--- src/rtl/idlechk_pkg.sv ---
// Package: shared constants and types of the scrambled idle checker.
// Assumes a 66-bit block split into a 2-bit header and a 64-bit payload,
// with the block type in the low payload byte.
package idlechk_pkg;
    localparam int          HDR_W        = 2;
    localparam int          PAYLOAD_W    = 64;
    localparam int          TYPE_W       = 8;
    localparam int          CODE_W       = 7;
    localparam int          NUM_CODES    = 8;
    localparam logic [1:0]  HDR_CTRL     = 2'b10;
    localparam logic [7:0]  TYPE_IDLE    = 8'h1E;
    localparam logic [6:0]  CODE_IDLE    = 7'h00;
    localparam int          BIT_ENABLE   = 1;
    localparam int          BIT_CLEAR    = 2;

    // Control bits held in the mode register
    typedef struct packed {
        logic clr;
        logic en;
    } mode_t;
endpackage

--- src/rtl/tp_reg_port.sv ---
// Module: tp_reg_port
// Register port of the checker. It holds the mode bits and returns
// registered reads of the mode and count registers. Assumes there is one
// access per cycle and that the write and read strobes are independent.
module tp_reg_port
    import idlechk_pkg::*;
#(
    parameter int              ADDR_W    = 10,
    parameter int              DATA_W    = 32,
    parameter int              CNT_W     = 32,
    parameter logic [ADDR_W-1:0] MODE_ADDR = 10'h019,
    parameter logic [ADDR_W-1:0] CNT_ADDR  = 10'h01A
) (
    input  logic              clk,
    input  logic              rst_n,
    input  logic [ADDR_W-1:0] addr,
    input  logic              wr_en,
    input  logic [DATA_W-1:0] wr_data,
    input  logic              rd_en,
    input  logic [CNT_W-1:0]  cnt,
    output mode_t             mode,
    output logic [DATA_W-1:0] rd_data
);
    logic [DATA_W-1:0] rd_next;
    logic              unused_wr_bits;

    // Only the two mode bits are stored; the rest of the write data is dropped
    assign unused_wr_bits = ^wr_data;

    // Mode register update on a write to its address
    always_ff @(posedge clk) begin
        if (!rst_n) begin
            mode <= '0;
        end else if (wr_en && (addr == MODE_ADDR)) begin
            mode.en  <= wr_data[BIT_ENABLE];
            mode.clr <= wr_data[BIT_CLEAR];
        end
    end

    // Read mux: pick the addressed register value
    always_comb begin
        rd_next = '0;
        if (addr == MODE_ADDR) begin
            rd_next[BIT_ENABLE] = mode.en;
            rd_next[BIT_CLEAR]  = mode.clr;
        end else if (addr == CNT_ADDR) begin
            rd_next[CNT_W-1:0] = cnt;
        end
    end

    // Registered read data, held between reads
    always_ff @(posedge clk) begin
        if (!rst_n)     rd_data <= '0;
        else if (rd_en) rd_data <= rd_next;
    end
endmodule

--- config.mk ---
export PLATFORM = sky130hd
export DESIGN_NAME = tp_reg_port
export DESIGN_NICKNAME = d
export VERILOG_FILES = /design/src/rtl/idlechk_pkg.sv /design/src/rtl/tp_reg_port.sv
export SDC_FILE = /design/constraint.sdc
export NUM_CORES = 1
export LEC_CHECK = 0
export ABC_AREA = 1
export CORE_ASPECT_RATIO = 0.75
export CORE_UTILIZATION = 45
export CTS_BUF_LIST = sky130_fd_sc_hd__clkbuf_4 sky130_fd_sc_hd__clkbuf_8
export CTS_CLUSTER_SIZE = 8
export DETAILED_ROUTE_END_ITERATION = 16
export DONT_BUFFER_PORTS = 1
export HOLD_SLACK_MARGIN = 0.15
export SLEW_MARGIN = 20
export SYNTH_ARGS = -nofsm -noshare
export SYNTH_HDL_FRONTEND = slang
export SYNTH_SLANG_ARGS = --single-unit
--- constraint.sdc ---
create_clock -name clk -period 1.9 [get_ports clk]
set_clock_uncertainty 0.1 [all_clocks]
set_input_delay 0.38 -clock clk [delete_from_list [all_inputs] [get_ports clk]]
set_output_delay 0.38 -clock clk [all_outputs]
set_load 0.005 [all_outputs]
==> flow_summary.toml, run 1 <==
[setup_path]
crit_fanout = 24
start_kind = "primary input"
arrival_ns = 1.24
cp.required_ns = 2.00
critPathKind = "primary input to register"
end_kind = "register"

[synthesis]
synthCells = 180
yosys-top-cells-area = "dfxtp_1 (47%), nand4_1 (13%), a21oi_1 (10%)"
yosysWarnings = 0
avgSynthCellArea_sq_um = 8.02
synth.most_common_cell = "nand2_1"
synth-xor-area-share = 0
yosys.area.top_type = "dfxtp_1"
synthesis.area_sq_um = 1440
synth_fa_ha_area_frac = 0
yosysSeqAreaShare = 0.471
ys.flop_type = "dfxtp_1"
synth.net_count = 258
muxShareOfSynthArea = 0
synthTopCellsByCount = "nand2_1 (37), dfxtp_1 (34), a21oi_1 (30), nand4_1 (30), nor2_1 (12)"
ys_async_sr_fraction = 0
synth_top_family_by_area = "simple AND/OR/NAND/NOR gates"
synth-simple-area-share = 0.306
ys_ff_latch = 34
synth_cell_type_count = 17
synth.top_cell.area_share = 0.471
synth-edff-count = 0
synth-compound-area-share = 0.104

[clock_network]
cts.repair_timing.setup_buffer_count = 0
cts-root-buf = "clkbuf_8"
clk_latency_ns = 0.27
clockBufferDepth = 2
cts_sinks = 34
cts_made_buffers = 5
cts_tree = "yes"
cts.clk_slew.worst_paths_ns = 0.06
htree_levels = 2

[final_layout]
fill_cells = 297
regArea_sq_um = 681
nNetsFinal = 255
syn2layout_area_growth_pct = 7.28
diodes = 0
multi_input_area_sq_um = 594
drive_above_1_share = 0.107
final_cell_area_sq_um = 1550

[sta]
hold_viol_final = 0
slew_headroom = 0.683
setup_tns_ns = 0
period_share = 0.597
finalMaxSlewViolations = 0
tightestPinTransition_ns = 0.475
max_freq_mhz = 882
setup_viol_count_final = 0
min_period_ns = 1.13
rsz0062_at_grt = "no"

[power_and_ir_drop]
combPwrFrac = 0.041
power.density_nw_per_um2 = 929
ir_drop_mv = 0.524
p_int_w = 0.00115
p_seq_frac = 0.498
switching_share = 0.198
p_sw_w = 0.000285
pwr-share-clk = 0.461
power.leakage_nw = 0.532

[floorplanning]
die_w_um = 67.4
pin_count = 112
fp.dieArea_sq_um = 3440
start_util = 0.481
rows = 17
fp.dieH_um = 51.1
coreArea_sq_um = 3000

[placed_design]
numPortBuffers = 0
gp_congestion = 0.624
placed_cell_area_sq_um = 1420
place_hpwl_mm = 2.19

[global_routing]
grt_max_degree = 36
grt_overflow = 0
antenna_found_initial = 0
track_usage = 0.197
grt_first_pass_wirelength_mm = 4.93
grt_pass1_vias = 1128

[route]
firstDrtPassIters = 6
avgViaCountPerCell = 5.69
drt_iter0_drc = 29
ant_nets = 0
wl_mm = 3.23
vias = 1228
routedWlPerCell_um = 15.0
drc_errors = 0

[outcome]
outcome = "finished clean"

[flow_run]
cap_viol_max_count = 0

[hold_path]
min_path_type = "primary input to register"
==> layer usage <==
layer / GRT usage / up-vias / wire (um)
li1: - / 608 / -
met1: 0.202 / 573 / 1430
met2: 0.350 / 45 / 1510
met3: 0.0781 / 2 / 276
met4: 0.0851 / 0 / 14
met5: 0 / - / 0
==> timing repair <==
action,in CTS,in global routing
gates resized for setup,0,0
endpoints found under the hold margin,2,0
endpoints found under the setup margin,0,0
hold buffers,2,0
==> power by group through the flow <==
| stage | combinational [W] | sequential [W] | clock [W] |
|---|---|---|---|
| floorplan | 0.0000611 | 0.000732 | 0 |
| global placement | 0.0000545 | 0.000733 | 0 |
| detailed placement | 0.0000562 | 0.000733 | 0 |
| CTS | 0.0000603 | 0.000716 | 0.000680 |
| global route | 0.0000657 | 0.000716 | 0.000707 |
| finish | 0.0000593 | 0.000716 | 0.000664 |
==> cell usage in the layout (no fill, tap or decap), types with 3 or more instances in the layout <==
master and instances:
nand2_1 37, dfxtp_1 34, nand4_1 30, a21oi_1 30
nor2_1 11, inv_1 9, nand3_1 6, clkbuf_8 5
nor2_2 3
==> worst max-delay path: stages <==
cell and delay (ns):
inv_1 0.03, nor2_2 0.33, buf_12 0.22, nand4_1 0.12, a21oi_1 0.16
==> layout make-up <==
type | instances | area share
multi-input cells | 120 | 0.384
clock inverters | 1 | 0.0194
well taps | 38 | 0.0307
inverters | 10 | 0.0242
clock buffers | 7 | 0.0541
flip-flops and latches | 34 | 0.439
repair buffers | 6 | 0.0485
==> metrics by stage <==
stage                     setup slack, ns  instances   util  hold slack, ns  power (W)
after floorplan                     0.657        180      -           0.357   0.000793
after global placement              0.536        206  0.472           0.372   0.000787
after detailed placement            0.461        206  0.472           0.377   0.000789
after CTS                           0.755        216  0.516           0.158    0.00146
after global routing                0.626        216  0.516           0.167    0.00149
final                               0.766        216  0.516           0.166    0.00144
==> sequential cells by signal (all words and copies together), names as in the netlist <==
name,cells
rd_data,32
mode,2
==> cell families (layout without fill, tap and decap cells) <==
group	after synthesis	after routing
buffers and inverters	26	24
AND/OR/NAND/NOR	90	90
flip-flops	34	34
AO/OA/AOI/OAI	30	30
==> final timing paths <==
check | from | depth (start not counted) | end | slack, ns
max | addr[1] | 5 | rd_data[13] | 0.77
min | wr_data[2] | 2 | mode[1] | 0.17
max reg2reg | mode[1] | 4 | rd_data[2] | 1.10
min reg2reg | rd_data[27] | 2 | rd_data[27] | 0.38
(Power assumes the default switching activity.)
==> run 2, diff against run 1 <==
Clock period 1.9 ns to 1 ns, I/O delays scaled along.
==> flow_summary.toml, run 2 (synthesis results as in run 1) <==
[outcome]
outcome = "finished with violations"
violations = "hold timing"

[sta]
tightestPinTransition_ns = 0.251
hold_viol_final = 25
whs_ns = -0.0630
period_share = 0.948
max_freq_mhz = 1050
rsz0062_at_grt = "no"
min_period_ns = 0.948
slew_headroom = 0.832
setup_tns_ns = 0
finalMaxSlewViolations = 0
setup_viol_count_final = 0

[placed_design]
place_hpwl_mm = 2.29
numPortBuffers = 0
gp_congestion = 0.607
dp_cells = 209

[setup_path]
start_kind = "register"
reg2reg_slack_ns = 0.22
crit_fanout = 3
end_kind = "output pin"
critPathKind = "register to output pin"
arrival_ns = 0.65
cp.required_ns = 0.70

[route]
avgViaCountPerCell = 5.82
vias = 1262
routedWlPerCell_um = 15.1
ant_nets = 0
drt_iter0_drc = 53
drc_errors = 0
firstDrtPassIters = 6
wl_mm = 3.28

[global_routing]
grt_pass1_vias = 1147
grt_max_degree = 36
track_usage = 0.197
antenna_found_initial = 0
grt_overflow = 0
grt_first_pass_wirelength_mm = 4.92

[clock_network]
cts-root-buf = "clkbuf_8"
ctsResizeCount = 0
cts_tree = "yes"
cts.repair_timing.setup_buffer_count = 0
htree_levels = 2
cts.clk_slew.worst_paths_ns = 0.06
clockBufferDepth = 2
clk_latency_ns = 0.27
cts_made_buffers = 5
cts_sinks = 34

[final_layout]
nNetsFinal = 256
drive_above_1_share = 0.145
final_util = 0.529
regMostFlops = "rd_data"
diodes = 0
largest_reg_flops = 32
final_cell_mix = "nand2_1 (36), dfxtp_1 (34), nand4_1 (30), a21oi_1 (30), nor2_1 (9)"
final_cells = 217
final_common_cell = "nand2_1"
fill_cells = 280
syn2layout_area_growth_pct = 9.97
reg_top3 = "rd_data: 32 flops, mode: 2 flops"

[power_and_ir_drop]
power.leakage_nw = 0.541
power.density_nw_per_um2 = 1590
ir_drop_mv = 0.844

[flow_run]
cap_viol_max_count = 0

[floorplanning]
pin_count = 112
coreArea_sq_um = 3000
start_util = 0.481
rows = 17
fp.dieH_um = 51.1
die_w_um = 67.4
fp.dieArea_sq_um = 3440

[hold_path]
min_path_type = "primary input to register"
## run 2: cell types whose count changed in the layout (fill, tap and decap cells not counted)
| cell | previous run | this run |
|---|---|---|
| bufinv_16 | 1 | 0 |
| inv_1 | 9 | 8 |
| nor2_1 | 11 | 9 |
| nor2_4 | 1 | 3 |
| buf_12 | 2 | 5 |
| dlygate4sd3_1 | 2 | 0 |
| clkbuf_4 | 2 | 1 |
| nand2_1 | 37 | 36 |
| clkbuf_8 | 5 | 6 |
| clkinv_2 | 0 | 1 |
| nand2_2 | 1 | 2 |
| inv_2 | 1 | 2 |
## run 2: final timing paths
path,from,end,depth (start not counted)
worst min-delay path,rst_n,mode[0],2
worst min register to register,rd_data[12],rd_data[12],2
worst max register to register,mode[1],rd_data[2],4
worst max-delay path,mode[1],mode[1],0
## run 2: layout make-up
type | count | area (sq um) | area share
repair buffers | 7 | 115 | 0.0725
inverters | 10 | 37.5 | 0.0236
multi-input cells | 120 | 612 | 0.385
clock inverters | 1 | 5.00 | 0.00315
flip-flops and latches | 34 | 681 | 0.429
well taps | 38 | 47.5 | 0.0299
clock buffers | 7 | 90.1 | 0.0567
## run 2: per-stage QoR
step | hold WS [ns] | worst slack, ns | power (W) | cell area [sq um]
after global placement | 0.223 | -0.118 | 0.00151 | 1490
after floorplan | 0.220 | -0.0530 | 0.00151 | 1460
final | -0.0630 | 0.0516 | 0.00252 | 1590
after global routing | -0.0516 | 0.00628 | 0.00265 | 1590
after CTS | -0.0712 | 0.0426 | 0.00256 | 1590
after detailed placement | 0.225 | -0.184 | 0.00152 | 1490
## run 2: metal layers
metal  routed length, um  share of wire  GRT usage  vias up
li1                    -              -          -      609
met1                1240           0.38      0.207      586
met3                 392           0.12     0.0915        3
met2                1620           0.49      0.330       64
met5                   0              0          0        -
met4                  26         0.0079     0.0993        0
## run 2: where the power goes
group / internal [W] / leakage [nW] / switching [W]
clock: 0.000581 / 0.0517 / 0.000448
combinational: 0.0000479 / 0.215 / 0.0000784
sequential: 0.00136 / 0.274 / 0.00000354
total: 0.00199 / 0.541 / 0.000530
==> run 3, diff against run 2 <==
Settings changed: CTS_CLUSTER_DIAMETER from default to 50, MAX_ROUTING_LAYER from default to met4.
==> flow_summary.toml, run 3 (synthesis results as in run 1) <==
[outcome]
outcome = "finished with violations"
violations = "hold timing"

[setup_path]
cp.required_ns = 0.70
crit_fanout = 3
critPathKind = "register to output pin"
arrival_ns = 0.65
worstReg2RegStart = "mode[1]"
end_kind = "output pin"
start_kind = "register"
startpoint = "mode[1]"

[sta]
finalMaxSlewViolations = 0
whs_ns = -0.0628
max_freq_mhz = 1050
tightestPinTransition_ns = 0.250
min_period_ns = 0.948
slew_headroom = 0.833
setup_viol_count_final = 0
rsz0062_at_grt = "no"
period_share = 0.948
hold_viol_final = 26

[power_and_ir_drop]
power.density_nw_per_um2 = 1590
p_int_w = 0.00199
power.leakage_nw = 0.541
combPwrFrac = 0.050
ir_drop_mv = 0.844
p_seq_frac = 0.541
pwr-share-clk = 0.409
p_sw_w = 0.000530
switching_share = 0.210

[route]
drc_errors = 0
wl_mm = 3.28
avgViaCountPerCell = 5.82
firstDrtPassIters = 7
routedWlPerCell_um = 15.1
vias = 1264
ant_nets = 0
drt_iter0_drc = 46

[floorplanning]
die_w_um = 67.4
fp.dieH_um = 51.1
rows = 17
coreArea_sq_um = 3000
fp.dieArea_sq_um = 3440
start_util = 0.481
pin_count = 112

[clock_network]
cts_made_buffers = 5
clk_latency_ns = 0.27
ctsResizeCount = 0
htree_levels = 2
cts.clk_slew.worst_paths_ns = 0.06
cts-root-buf = "clkbuf_8"
cts_sinks = 34
cts_tree = "yes"
clockBufferDepth = 2
cts.repair_timing.setup_buffer_count = 0

[final_layout]
drive_above_1_share = 0.145
final_cell_mix = "nand2_1 (36), dfxtp_1 (34), nand4_1 (30), a21oi_1 (30), nor2_1 (9)"
reg_top3 = "rd_data: 32 flops, mode: 2 flops"
multi_input_area_sq_um = 612
regMostFlops = "rd_data"
fill_cells = 280
diodes = 0
largest_reg_flops = 32
final_common_cell = "nand2_1"
final_util = 0.529
syn2layout_area_growth_pct = 9.97
nNetsFinal = 256
regArea_sq_um = 681

[global_routing]
grt_overflow = 0
met1_usage = 0.207
antenna_found_initial = 0
grt_max_degree = 36
grtUsageMet3 = 0.0915
grt_first_pass_wirelength_mm = 4.92
use_met2 = 0.330
top_usage_layer = "met2"
grt_pass1_vias = 1147
track_usage = 0.203

[flow_run]
cap_viol_max_count = 0

[placed_design]
numPortBuffers = 0
place_hpwl_mm = 2.29
gp_congestion = 0.611

[hold_path]
hold_start = "rst_n"
min_path_type = "primary input to register"
## run 3: cell counts in the layout (fill, tap and decap cells not counted)
No cell type changed its count.
## run 3: layout make-up
type | count | share of cell area
flip-flops and latches | 34 | 0.429
repair buffers | 7 | 0.0725
clock inverters | 1 | 0.00315
well taps | 38 | 0.0299
inverters | 10 | 0.0236
multi-input cells | 120 | 0.385
clock buffers | 7 | 0.0567
## run 3: final timing paths
check | end | slack, ns | depth (start not counted)
max | mode[1] | 0.05 | 0
min | mode[0] | -0.06 | 2
max reg2reg | rd_data[2] | 0.22 | 4
min reg2reg | rd_data[25] | 0.38 | 2
## run 3: metrics by stage
stage	area, sq um	TNS, ns	worst slack [ns]	total power, W	cells
after global routing	1590	0	0.00648	0.00265	217
final	1590	0	0.0518	0.00252	217
after global placement	1490	-1.43	-0.118	0.00151	209
after detailed placement	1490	-3.46	-0.184	0.00152	209
after CTS	1590	0	0.0426	0.00256	217
after floorplan	1460	-1.10	-0.0530	0.00151	180
## run 3: power by group through the flow
stage                     Clock [W]  Combinational [W]  Sequential, W
after CTS                   0.00107           0.000128        0.00136
after floorplan                   0           0.000120        0.00139
after global routing        0.00115           0.000139        0.00136
after global placement            0           0.000122        0.00139
after detailed placement          0           0.000127        0.00139
final                       0.00103           0.000126        0.00136
## run 3: metal layers
metal	vias up	part of all wire
li1	609	-
met1	590	0.38
met2	62	0.50
met3	3	0.12
met4	0	0.0079
met5	-	0
